===== config.mk =====
export PLATFORM = sky130hd
export DESIGN_NAME = stdp_syn_weight
export DESIGN_NICKNAME = d
export VERILOG_FILES = /design/src/rtl/stdp_syn_weight.sv
export SDC_FILE = /design/constraint.sdc
export NUM_CORES = 1
export LEC_CHECK = 0
export BUFFER_PORTS_ARGS = -buffer_cell sky130_fd_sc_hd__buf_2
export CORE_ASPECT_RATIO = 1.1
export CORE_UTILIZATION = 55
export DETAILED_ROUTE_END_ITERATION = 6
export PLACE_DENSITY_LB_ADDON = 0.05
export SYNTH_ARGS = -nofsm -noshare
export SYNTH_HDL_FRONTEND = slang
export SYNTH_SLANG_ARGS = --single-unit

===== constraint.sdc =====
create_clock -name clk -period 11.2 [get_ports clk]
set_input_delay 1.12 -clock clk [delete_from_list [all_inputs] [get_ports clk]]
set_output_delay 1.12 -clock clk [all_outputs]
set_load 0.01 [all_outputs]

===== src/rtl/stdp_syn_weight.sv =====
`timescale 1ns/1ps
module stdp_syn_weight #(
  parameter int WW      = 16,
  parameter int CW      = 16,
  parameter int TAB_LEN = 128,
  parameter int AMP_POT = 3277,
  parameter int AMP_DEP = 1638,
  parameter int TAU_POT = 20,
  parameter int TAU_DEP = 20
) (
  input  logic          clk,
  input  logic          rst,
  input  logic          step,
  input  logic          pre_spk,
  input  logic          post_spk,
  output logic [WW-1:0] weight,
  output logic          upd
);
  localparam int IW  = $clog2(TAB_LEN);
  localparam int SW  = WW + 2;
  localparam int ONE = 1 << (WW - 1);
  localparam int HALF = ONE / 2;

  function automatic int unsigned decay(int unsigned amp, int unsigned tau, int unsigned d);
    longint unsigned one32 = 64'd1 << 32;
    longint unsigned t = longint'(tau);
    longint unsigned r32 = one32 - one32 / t + one32 / (2 * t * t)
                         - one32 / (6 * t * t * t) + one32 / (24 * t * t * t * t);
    longint unsigned r16 = r32 >> 16;
    longint unsigned acc = longint'(amp) << 16;
    for (int unsigned i = 0; i < d; i++) acc = (acc * r16) >> 16;
    return int'((acc + 64'd32768) >> 16);
  endfunction

  logic [WW-1:0] lut_pot [TAB_LEN];
  logic [WW-1:0] lut_dep [TAB_LEN];

  for (genvar g = 0; g < TAB_LEN; g++) begin : g_lut
    localparam int unsigned VP = decay(AMP_POT, TAU_POT, g);
    localparam int unsigned VD = decay(AMP_DEP, TAU_DEP, g);
    assign lut_pot[g] = VP[WW-1:0];
    assign lut_dep[g] = VD[WW-1:0];
  end

  logic [CW-1:0] now, pre_ts, post_ts, gap;
  logic          pre_pend, post_pend;
  logic          pot_evt, dep_evt, in_win, do_wr;
  logic [IW-1:0] idx;
  logic [WW-1:0] mag, nxt_w;
  logic signed [SW-1:0] sum;

  assign pot_evt = post_spk & ~pre_spk & pre_pend;
  assign dep_evt = pre_spk & ~post_spk & post_pend;
  assign gap     = pot_evt ? now - pre_ts : now - post_ts;
  assign in_win  = (gap != '0) && (gap < CW'(TAB_LEN));
  assign idx     = gap[IW-1:0];
  assign mag     = pot_evt ? lut_pot[idx] : lut_dep[idx];
  assign do_wr   = (pot_evt | dep_evt) & in_win;

  always_comb begin
    if (pot_evt) sum = $signed({2'b00, weight}) + $signed({2'b00, mag});
    else         sum = $signed({2'b00, weight}) - $signed({2'b00, mag});
    if (sum < 0)                       nxt_w = '0;
    else if (sum > $signed(SW'(ONE)))  nxt_w = WW'(ONE);
    else                               nxt_w = sum[WW-1:0];
  end

  always_ff @(posedge clk) begin
    if (rst) now <= '0;
    else if (step) now <= now + 1'b1;
  end

  always_ff @(posedge clk) begin
    if (rst) begin
      pre_pend  <= 1'b0;
      post_pend <= 1'b0;
      pre_ts    <= '0;
      post_ts   <= '0;
    end else if ((pre_spk & post_spk) | pot_evt | dep_evt) begin
      pre_pend  <= 1'b0;
      post_pend <= 1'b0;
    end else if (pre_spk) begin
      pre_pend  <= 1'b1;
      pre_ts    <= now;
    end else if (post_spk) begin
      post_pend <= 1'b1;
      post_ts   <= now;
    end
  end

  always_ff @(posedge clk) begin
    if (rst) begin
      weight <= WW'(HALF);
      upd    <= 1'b0;
    end else begin
      upd <= do_wr;
      if (do_wr) weight <= nxt_w;
    end
  end
endmodule



# Word-level counts from Yosys, hierarchy flattened
# Memory sizes are Yosys's and may differ from the RTL's.
# Cells that the tools add are included.
dict set report classes {
  add_sub_neg 5
  order_cmp 4
  mux 9
  bitwise 13
  reduce_logical 6
}
# op n
set ops {}
lappend ops {{$mux 16} 8}
lappend ops {{$sub 16x16->16} 2}
lappend ops {{$gt 18x17->1 const B} 1}
lappend ops {{$lt 18x1->1 const B} 1}
lappend ops {{$mux 18} 1}
lappend ops {{$add 16x16->17} 1}
lappend ops {{$sub 16x16->17} 1}
lappend ops {{$add 16x1->16 const B} 1}
lappend ops {{$lt 16x8->1 const B} 1}
lappend ops {{$reduce_bool 16->1} 1}
lappend ops {{$ge 8x8->1 const B} 1}
lappend ops {{$not 7->8} 1}
lappend ops {{$and 1x1->1} 6}
lappend ops {{$reduce_and 2->1} 2}
lappend ops {{$not 1->1} 3}
lappend ops {{$or 1x1->1} 3}
lappend ops {{$reduce_and 3->1} 1}
lappend ops {{$reduce_or 2->1} 1}
lappend ops {{$logic_and 1x1->1} 1}
dict set report totals {
  reg_bits 67
  rom_bits 4096
  inputBits 5
  out_inout_bits 17
  memories 2
}
# name depth width rd rd_ports_with_merged_regs wr line
set memory_table {}
lappend memory_table {{(no name shown)} 128 16 1 0 0 57} ;# assign mag = pot_evt ? lut_pot[idx] : lut_dep[idx];
lappend memory_table {{(no name shown)} 128 16 1 0 0 57}

# Longest topological paths before layout
dict set report depth {
  ltp_word 14
  ltp_mapped 36
  mapped_depth_nobuf 27
}

# Least setup slack after synthesis
# No wires, ideal clock.
dict set report synth_path {
  kind {input to register}
  start {input port post_spk}
  end {register weight[11]}
  arrival_ns 7.800
  setup_slack_ns 3.331
  stages 30
  path_buffers 10
  path_cell_list {buf_2 -> and3b_1 -> buf_6 -> buf_2 -> buf_4 -> clkbuf_1 -> clkbuf_1 -> mux2i_1 -> fa_1 -> xor2_1 -> buf_2 -> buf_1 -> clkbuf_1 -> ha_1 -> a211oi_1 -> nor3_1 -> a311oi_1 -> mux2i_1 -> ha_1 -> fa_1 -> o21bai_2 -> nand3_1 -> a31oi_1 -> a2111o_1 -> and3b_1 -> o2111ai_1 -> o41ai_2 -> nand3b_2 -> buf_6 -> o2bb2ai_2}
}
dict set report synth_between {
  elab_chain_cells 13
  elab_cells_between_ends 26
}
# element line
set synth_lines {}
lappend synth_lines {{start, declared} 15} ;# input logic post_spk,
lappend synth_lines {{$and 1x1->1 (2 in series)} 52} ;# assign pot_evt = post_spk & ~pre_spk & pre_pend;
lappend synth_lines {{$mux 16} 54} ;# assign gap = pot_evt ? now - pre_ts : now - post_ts;
lappend synth_lines {{$not 7->8 (implied by the code)} 57}
lappend synth_lines {{$mem_v2 128x16} -}
lappend synth_lines {{$mux 16 (implied by the code) (2 in series)} 57}
lappend synth_lines {{$mux 16} 57}
lappend synth_lines {{$sub 16x16->17 / $add 16x16->17 (equally long branches)} {62, 61}}
lappend synth_lines {{$mux 18} 61} ;# if (pot_evt) sum = $signed({2'b00, weight}) + $signed({2'b00, mag});
lappend synth_lines {{$gt 18x17->1} 64} ;# else if (sum > $signed(SW'(ONE))) nxt_w = WW'(ONE);
lappend synth_lines {{$mux 16} 64}
lappend synth_lines {{$mux 16} 63} ;# if (sum < 0) nxt_w = '0;
lappend synth_lines {{end signal, assigned} 93} ;# weight <= WW'(HALF);
lappend synth_lines {{end signal, assigned} 97} ;# if (do_wr) weight <= nxt_w;
lappend synth_lines {{end, declared} 16} ;# output logic [WW-1:0] weight,
# Several ways; a longest one is shown, not always the timed one. The select of a mux whose other input is x is not followed.
# A chain may end at the register's enable or synchronous reset.

# Final worst setup path
dict set report layout_path {
  start {input port pre_spk}
  end {register weight[1]}
}
dict set report layout_between {
  elab_chain_cells 14
  elab_cells_between_ends 26
}
# element line
set layout_lines {}
lappend layout_lines {{start, declared} 14} ;# input logic pre_spk,
lappend layout_lines {{$not 1->1 (no source line)} -}
lappend layout_lines {{$and 1x1->1 (2 in series)} 52}
lappend layout_lines {{$mux 16} 54}
lappend layout_lines {{$not 7->8 (implied by the code)} 57}
lappend layout_lines {{$mem_v2 128x16} -}
lappend layout_lines {{$mux 16 (implied by the code) (2 in series)} 57}
lappend layout_lines {{$mux 16} 57}
lappend layout_lines {{$sub 16x16->17 / $add 16x16->17 (equally long branches)} {62, 61}}
lappend layout_lines {{$mux 18} 61}
lappend layout_lines {{$gt 18x17->1} 64}
lappend layout_lines {{$mux 16} 64}
lappend layout_lines {{$mux 16} 63}
# Several ways; a longest one is shown, not always the timed one. The select of a mux whose other input is x is not followed.

==> impl_metrics.prom <==
# TYPE chip_impl_metric gauge
chip_impl_info{name="path_cells",value="buf_2, and3b_2, buf_4, mux2i_1, ha_1, o21a_1, nor2_2, buf_4, inv_1, nor3_1, a2111oi_0, a2111oi_1, o21a_1, o31a_1, ha_1, and2_4, a221oi_1, a211oi_1, nor4b_2, and4_1, o2111ai_1, o41ai_2, nand3b_2, o2bb2ai_1"} 1
chip_impl_metric{name="synthesis.area_per_instance",unit="um^2"} 7.28
chip_impl_metric{name="detail_route.wl_per_cell",unit="um"} 19.9
chip_impl_metric{name="flow.area_growth_from_synthesis",unit="%"} 6.12
chip_impl_metric{name="asyncSetResetFlopFracSynth",unit="%"} 0
chip_impl_metric{name="max-cap-violations",unit=""} 0
chip_impl_metric{name="initial_core_utilization",unit="%"} 56.6
chip_impl_metric{name="detail_route.vias_per_cell",unit=""} 6.81
chip_impl_metric{name="drt_drc_violations_left",unit=""} 0
chip_impl_metric{name="vias_after_detailed_routing",unit=""} 8433
chip_impl_metric{name="number_of_enable_type_register_cells_in_the_synthesized_netlist",unit=""} 0
chip_impl_metric{name="resize_count_post_cts",unit=""} 0
chip_impl_metric{name="floorplan.die.width",unit="um"} 116
chip_impl_info{name="most_instantiated_library_cell_after_synthesis",value="sky130_fd_sc_hd__nand2_1"} 1
chip_impl_info{name="worst_path_dominant_cell_family",value="compound AO/OA/AOI/OAI gates"} 1
chip_impl_metric{name="timing.critical_path.arrival",unit="ps"} 9010
chip_impl_metric{name="ant_nets",unit=""} 0
chip_impl_metric{name="dpl.cell_count",unit=""} 1223
chip_impl_info{name="setup.worst_path.end_class",value="flip-flop"} 1
chip_impl_info{name="worstSetupPathType",value="in2reg"} 1
chip_impl_metric{name="post-layout-total-power",unit="uW"} 1100
chip_impl_metric{name="critical_path.n_buffers_inverters",unit=""} 4
chip_impl_info{name="yosys-top-cells-count",value="sky130_fd_sc_hd__nand2_1 (129), sky130_fd_sc_hd__a21oi_1 (106), sky130_fd_sc_hd__nor2_1 (87)"} 1
chip_impl_info{name="cts_root_buffer",value="sky130_fd_sc_hd__clkbuf_16"} 1
chip_impl_metric{name="cts.clk_slew.worst_paths",unit="ps"} 60
chip_impl_info{name="main_combinational_cell_family_by_area_after_synthesis",value="compound AO/OA/AOI/OAI gates"} 1
chip_impl_metric{name="fin_setup_tns",unit="ps"} 0
chip_impl_metric{name="synth-compound-area-share",unit="%"} 36.2
chip_impl_info{name="netlist.top_cell.by_area",value="sky130_fd_sc_hd__dfxtp_1"} 1
chip_impl_metric{name="cts-htree-levels",unit=""} 3
chip_impl_metric{name="setup_viol",unit=""} 0
chip_impl_metric{name="portion_of_the_post_synthesis_area_used_by_sequential_elements",unit="%"} 17.1
chip_impl_metric{name="drt_iter0_markers",unit=""} 1215
chip_impl_metric{name="netlist-cell-type-count",unit=""} 101
chip_impl_metric{name="die_height",unit="um"} 127
chip_impl_metric{name="antenna-diode-count",unit=""} 0
chip_impl_metric{name="synth_seq_cells",unit=""} 67
chip_impl_metric{name="timing.critical_path.slowest_cell_delay",unit="ps"} 850
chip_impl_metric{name="finalWirelength",unit="um"} 24600
chip_impl_info{name="rsz0062_at_grt",value="no"} 1
chip_impl_metric{name="ioPinCount",unit=""} 22
chip_impl_info{name="cts_tree",value="done"} 1
chip_impl_metric{name="synth.mux.area_fraction",unit="%"} 4.47
chip_impl_metric{name="grt_antenna_before_repair",unit=""} 0
chip_impl_metric{name="cts_stage_hold_buffer_count",unit=""} 0
chip_impl_metric{name="synth_simple_gate_area_share",unit="%"} 22.8
chip_impl_metric{name="numClockSinks",unit=""} 67
chip_impl_metric{name="fillCellCount",unit=""} 1358
chip_impl_metric{name="finish.utilization",unit="%"} 60.0
chip_impl_metric{name="netlist_area_before_placement",unit="mm^2"} 0.00787
chip_impl_metric{name="clock.fmax",unit="MHz"} 114
chip_impl_metric{name="multi_input_comb_area",unit="mm^2"} 0.00609
chip_impl_metric{name="worst_ir_drop_vdd",unit="mV"} 0.119
chip_impl_metric{name="final_net_count",unit=""} 1112
chip_impl_metric{name="adder_cell_share_of_the_synthesized_area",unit="%"} 9.99
chip_impl_metric{name="area.sequential",unit="mm^2"} 0.00134
chip_impl_metric{name="synth-xor-area-share",unit="%"} 3.21
chip_impl_metric{name="worstPathRequired",unit="ps"} 11450
chip_impl_metric{name="grt.overflow.total",unit=""} 0
chip_impl_metric{name="grt_start_max_net_pins",unit=""} 61
chip_impl_metric{name="post-dp-hpwl",unit="um"} 17700
chip_impl_metric{name="report.final.slew_viol_count",unit=""} 0
chip_impl_metric{name="tritoncts.num_buffers",unit=""} 9
chip_impl_metric{name="slew-limit-headroom",unit="%"} 19.5
chip_impl_metric{name="syn-instance-count",unit=""} 1081
chip_impl_metric{name="worst-slew-pin-transition",unit="ps"} 1200
chip_impl_metric{name="power_leakage",unit="uW"} 0.00321
chip_impl_metric{name="port_buffers",unit=""} 21
chip_impl_metric{name="groute.usage.overall",unit="%"} 34.4
chip_impl_metric{name="yosys_warnings",unit=""} 0
chip_impl_metric{name="power_density",unit="mW/mm^2"} 132
chip_impl_info{name="worst_hold_path_type",value="reg2reg"} 1
chip_impl_metric{name="worst_skew_pair.late_latency",unit="ps"} 330
chip_impl_metric{name="detailedRoute.firstPassIterationCount",unit=""} 6
chip_impl_info{name="cp_launch_type",value="input pin"} 1
chip_impl_metric{name="num_rows",unit=""} 45
chip_impl_metric{name="instances_no_fill",unit=""} 1239
chip_impl_metric{name="grt_pass1_wl",unit="um"} 40400
chip_impl_metric{name="cts_post_setup_buffers_inserted",unit=""} 0
chip_impl_metric{name="placeableCoreArea",unit="mm^2"} 0.0139
chip_impl_info{name="worst_path_slowest_cell",value="sky130_fd_sc_hd__inv_1"} 1
chip_impl_metric{name="first_global_vias",unit=""} 7610
chip_impl_metric{name="finalHoldViolations",unit=""} 0
chip_impl_info{name="yosys-top-cells-area",value="sky130_fd_sc_hd__dfxtp_1 (17%), sky130_fd_sc_hd__ha_1 (9.2%), sky130_fd_sc_hd__a21oi_1 (6.7%)"} 1
chip_impl_metric{name="final_period_minus_worst_setup_slack",unit="ps"} 8750
chip_impl_metric{name="crit_path_max_fanout",unit=""} 60
chip_impl_metric{name="post-route-period-util",unit="%"} 78.1
chip_impl_info{name="postSynth.topFlopCell",value="sky130_fd_sc_hd__dfxtp_1"} 1
chip_impl_metric{name="area_of_the_die",unit="mm^2"} 0.0148
chip_impl_metric{name="synth.net_count",unit=""} 1147
chip_impl_metric{name="drive_gt1_share",unit="%"} 10.3
chip_impl_metric{name="globalplace.congestion",unit=""} 0.984
chip_impl_metric{name="clock_skew",unit="ps"} 9.06
chip_impl_metric{name="synth_top_area_share",unit="%"} 17.1
chip_impl_info{name="status",value="complete, no violations"} 1
chip_impl_metric{name="cts_max_path_buffers",unit=""} 2
==> metal layers <==
metal | up-vias | routed length, um | track usage (%)
li1 | 3999 | - | -
met1 | 3886 | 10600 | 47.3
met2 | 472 | 10900 | 52.0
met3 | 76 | 2300 | 7.07
met4 | 0 | 850 | 14.0
met5 | - | 0 | 0
==> layout by cell type, fill, tap and decap left out, types with 11 or more instances in the layout <==
master / n
sky130_fd_sc_hd__xnor2_1: 12
sky130_fd_sc_hd__o211ai_1: 18
sky130_fd_sc_hd__xor2_1: 11
sky130_fd_sc_hd__nor2_1: 86
sky130_fd_sc_hd__buf_4: 16
sky130_fd_sc_hd__a21oi_1: 106
sky130_fd_sc_hd__dfxtp_1: 67
sky130_fd_sc_hd__nand3_1: 27
sky130_fd_sc_hd__ha_1: 58
sky130_fd_sc_hd__and3_1: 18
sky130_fd_sc_hd__buf_2: 21
sky130_fd_sc_hd__nor3_1: 21
sky130_fd_sc_hd__nand4_1: 12
sky130_fd_sc_hd__inv_1: 34
sky130_fd_sc_hd__mux2i_1: 25
sky130_fd_sc_hd__a21o_1: 14
sky130_fd_sc_hd__o21ai_1: 14
sky130_fd_sc_hd__nand2_1: 129
sky130_fd_sc_hd__o21ai_0: 64
sky130_fd_sc_hd__a211oi_1: 32
sky130_fd_sc_hd__a31oi_1: 15
==> layout make-up <==
type | instances | area share, %
Clock buffer | 9 | 2.70
Inverter | 35 | 1.57
Multi-Input combinational cell | 896 | 72.9
Sequential cell | 67 | 16.1
Tap cell | 188 | 2.82
Timing Repair Buffer | 37 | 2.70
Clock inverter | 7 | 1.20
==> final timing paths <==
path,endpoint,slack (ps),startpoint,cells after the start
min,post_ts[2],450,post_ts[2],2
max,weight[1],2450,pre_spk,24
max reg2reg,weight[1],2980,pre_pend,23
min reg2reg,post_ts[2],450,post_ts[2],2
==> registers in the layout, indices dropped and copies added (netlist names) <==
| signal | flops |
|---|---|
| now | 16 |
| pre_ts | 16 |
| weight | 16 |
| upd | 1 |
| post_ts | 16 |
| post_pend | 1 |
| pre_pend | 1 |
==> power by group <==
| group | internal [uW] | leakage [uW] | switching, uW | total, uW |
|---|---|---|---|---|
| Combinational | 186 | 0.00251 | 362 | 547 |
| Clock | 196 | 0.000160 | 110 | 306 |
| Sequential | 242 | 0.000541 | 6.05 | 248 |
==> cell families after synthesis <==
family | Yosys count
AO/OA/AOI/OAI | 407
XOR/XNOR | 28
adder cells (fa/ha/maj) | 61
buffers and inverters | 118
flip-flops | 67
multiplexers | 32
AND/OR/NAND/NOR | 368
==> worst register-to-register path: stages, from the launching register on <==
cell,delay (ps)
sky130_fd_sc_hd__dfxtp_1,420
sky130_fd_sc_hd__and3b_2,280
sky130_fd_sc_hd__buf_4,600
sky130_fd_sc_hd__mux2i_1,170
sky130_fd_sc_hd__ha_1,440
sky130_fd_sc_hd__o21a_1,440
sky130_fd_sc_hd__nor2_2,70
sky130_fd_sc_hd__buf_4,280
sky130_fd_sc_hd__inv_1,860
sky130_fd_sc_hd__nor3_1,140
sky130_fd_sc_hd__a2111oi_0,760
sky130_fd_sc_hd__a2111oi_1,150
sky130_fd_sc_hd__o21a_1,180
sky130_fd_sc_hd__o31a_1,320
sky130_fd_sc_hd__ha_1,390
sky130_fd_sc_hd__and2_4,210
sky130_fd_sc_hd__a221oi_1,430
sky130_fd_sc_hd__a211oi_1,170
sky130_fd_sc_hd__nor4b_2,440
sky130_fd_sc_hd__and4_1,320
sky130_fd_sc_hd__o2111ai_1,150
sky130_fd_sc_hd__o41ai_2,280
sky130_fd_sc_hd__nand3b_2,380
sky130_fd_sc_hd__o2bb2ai_1,270
==> per-stage QoR <==
| step | hold WS (ps) | worst slack (ps) | instance area, um^2 |
|---|---|---|---|
| 6_report | 452 | 2450 | 8350 |
| 5_1_grt | 469 | 1890 | 8350 |
| 4_1_cts | 454 | 2630 | 8350 |
| 3_5_place_dp | 446 | 2320 | 8020 |
| 3_3_place_gp | 441 | 2440 | 8020 |
| 2_1_floorplan | 436 | 3330 | 7870 |
(Power assumes the default switching activity.)
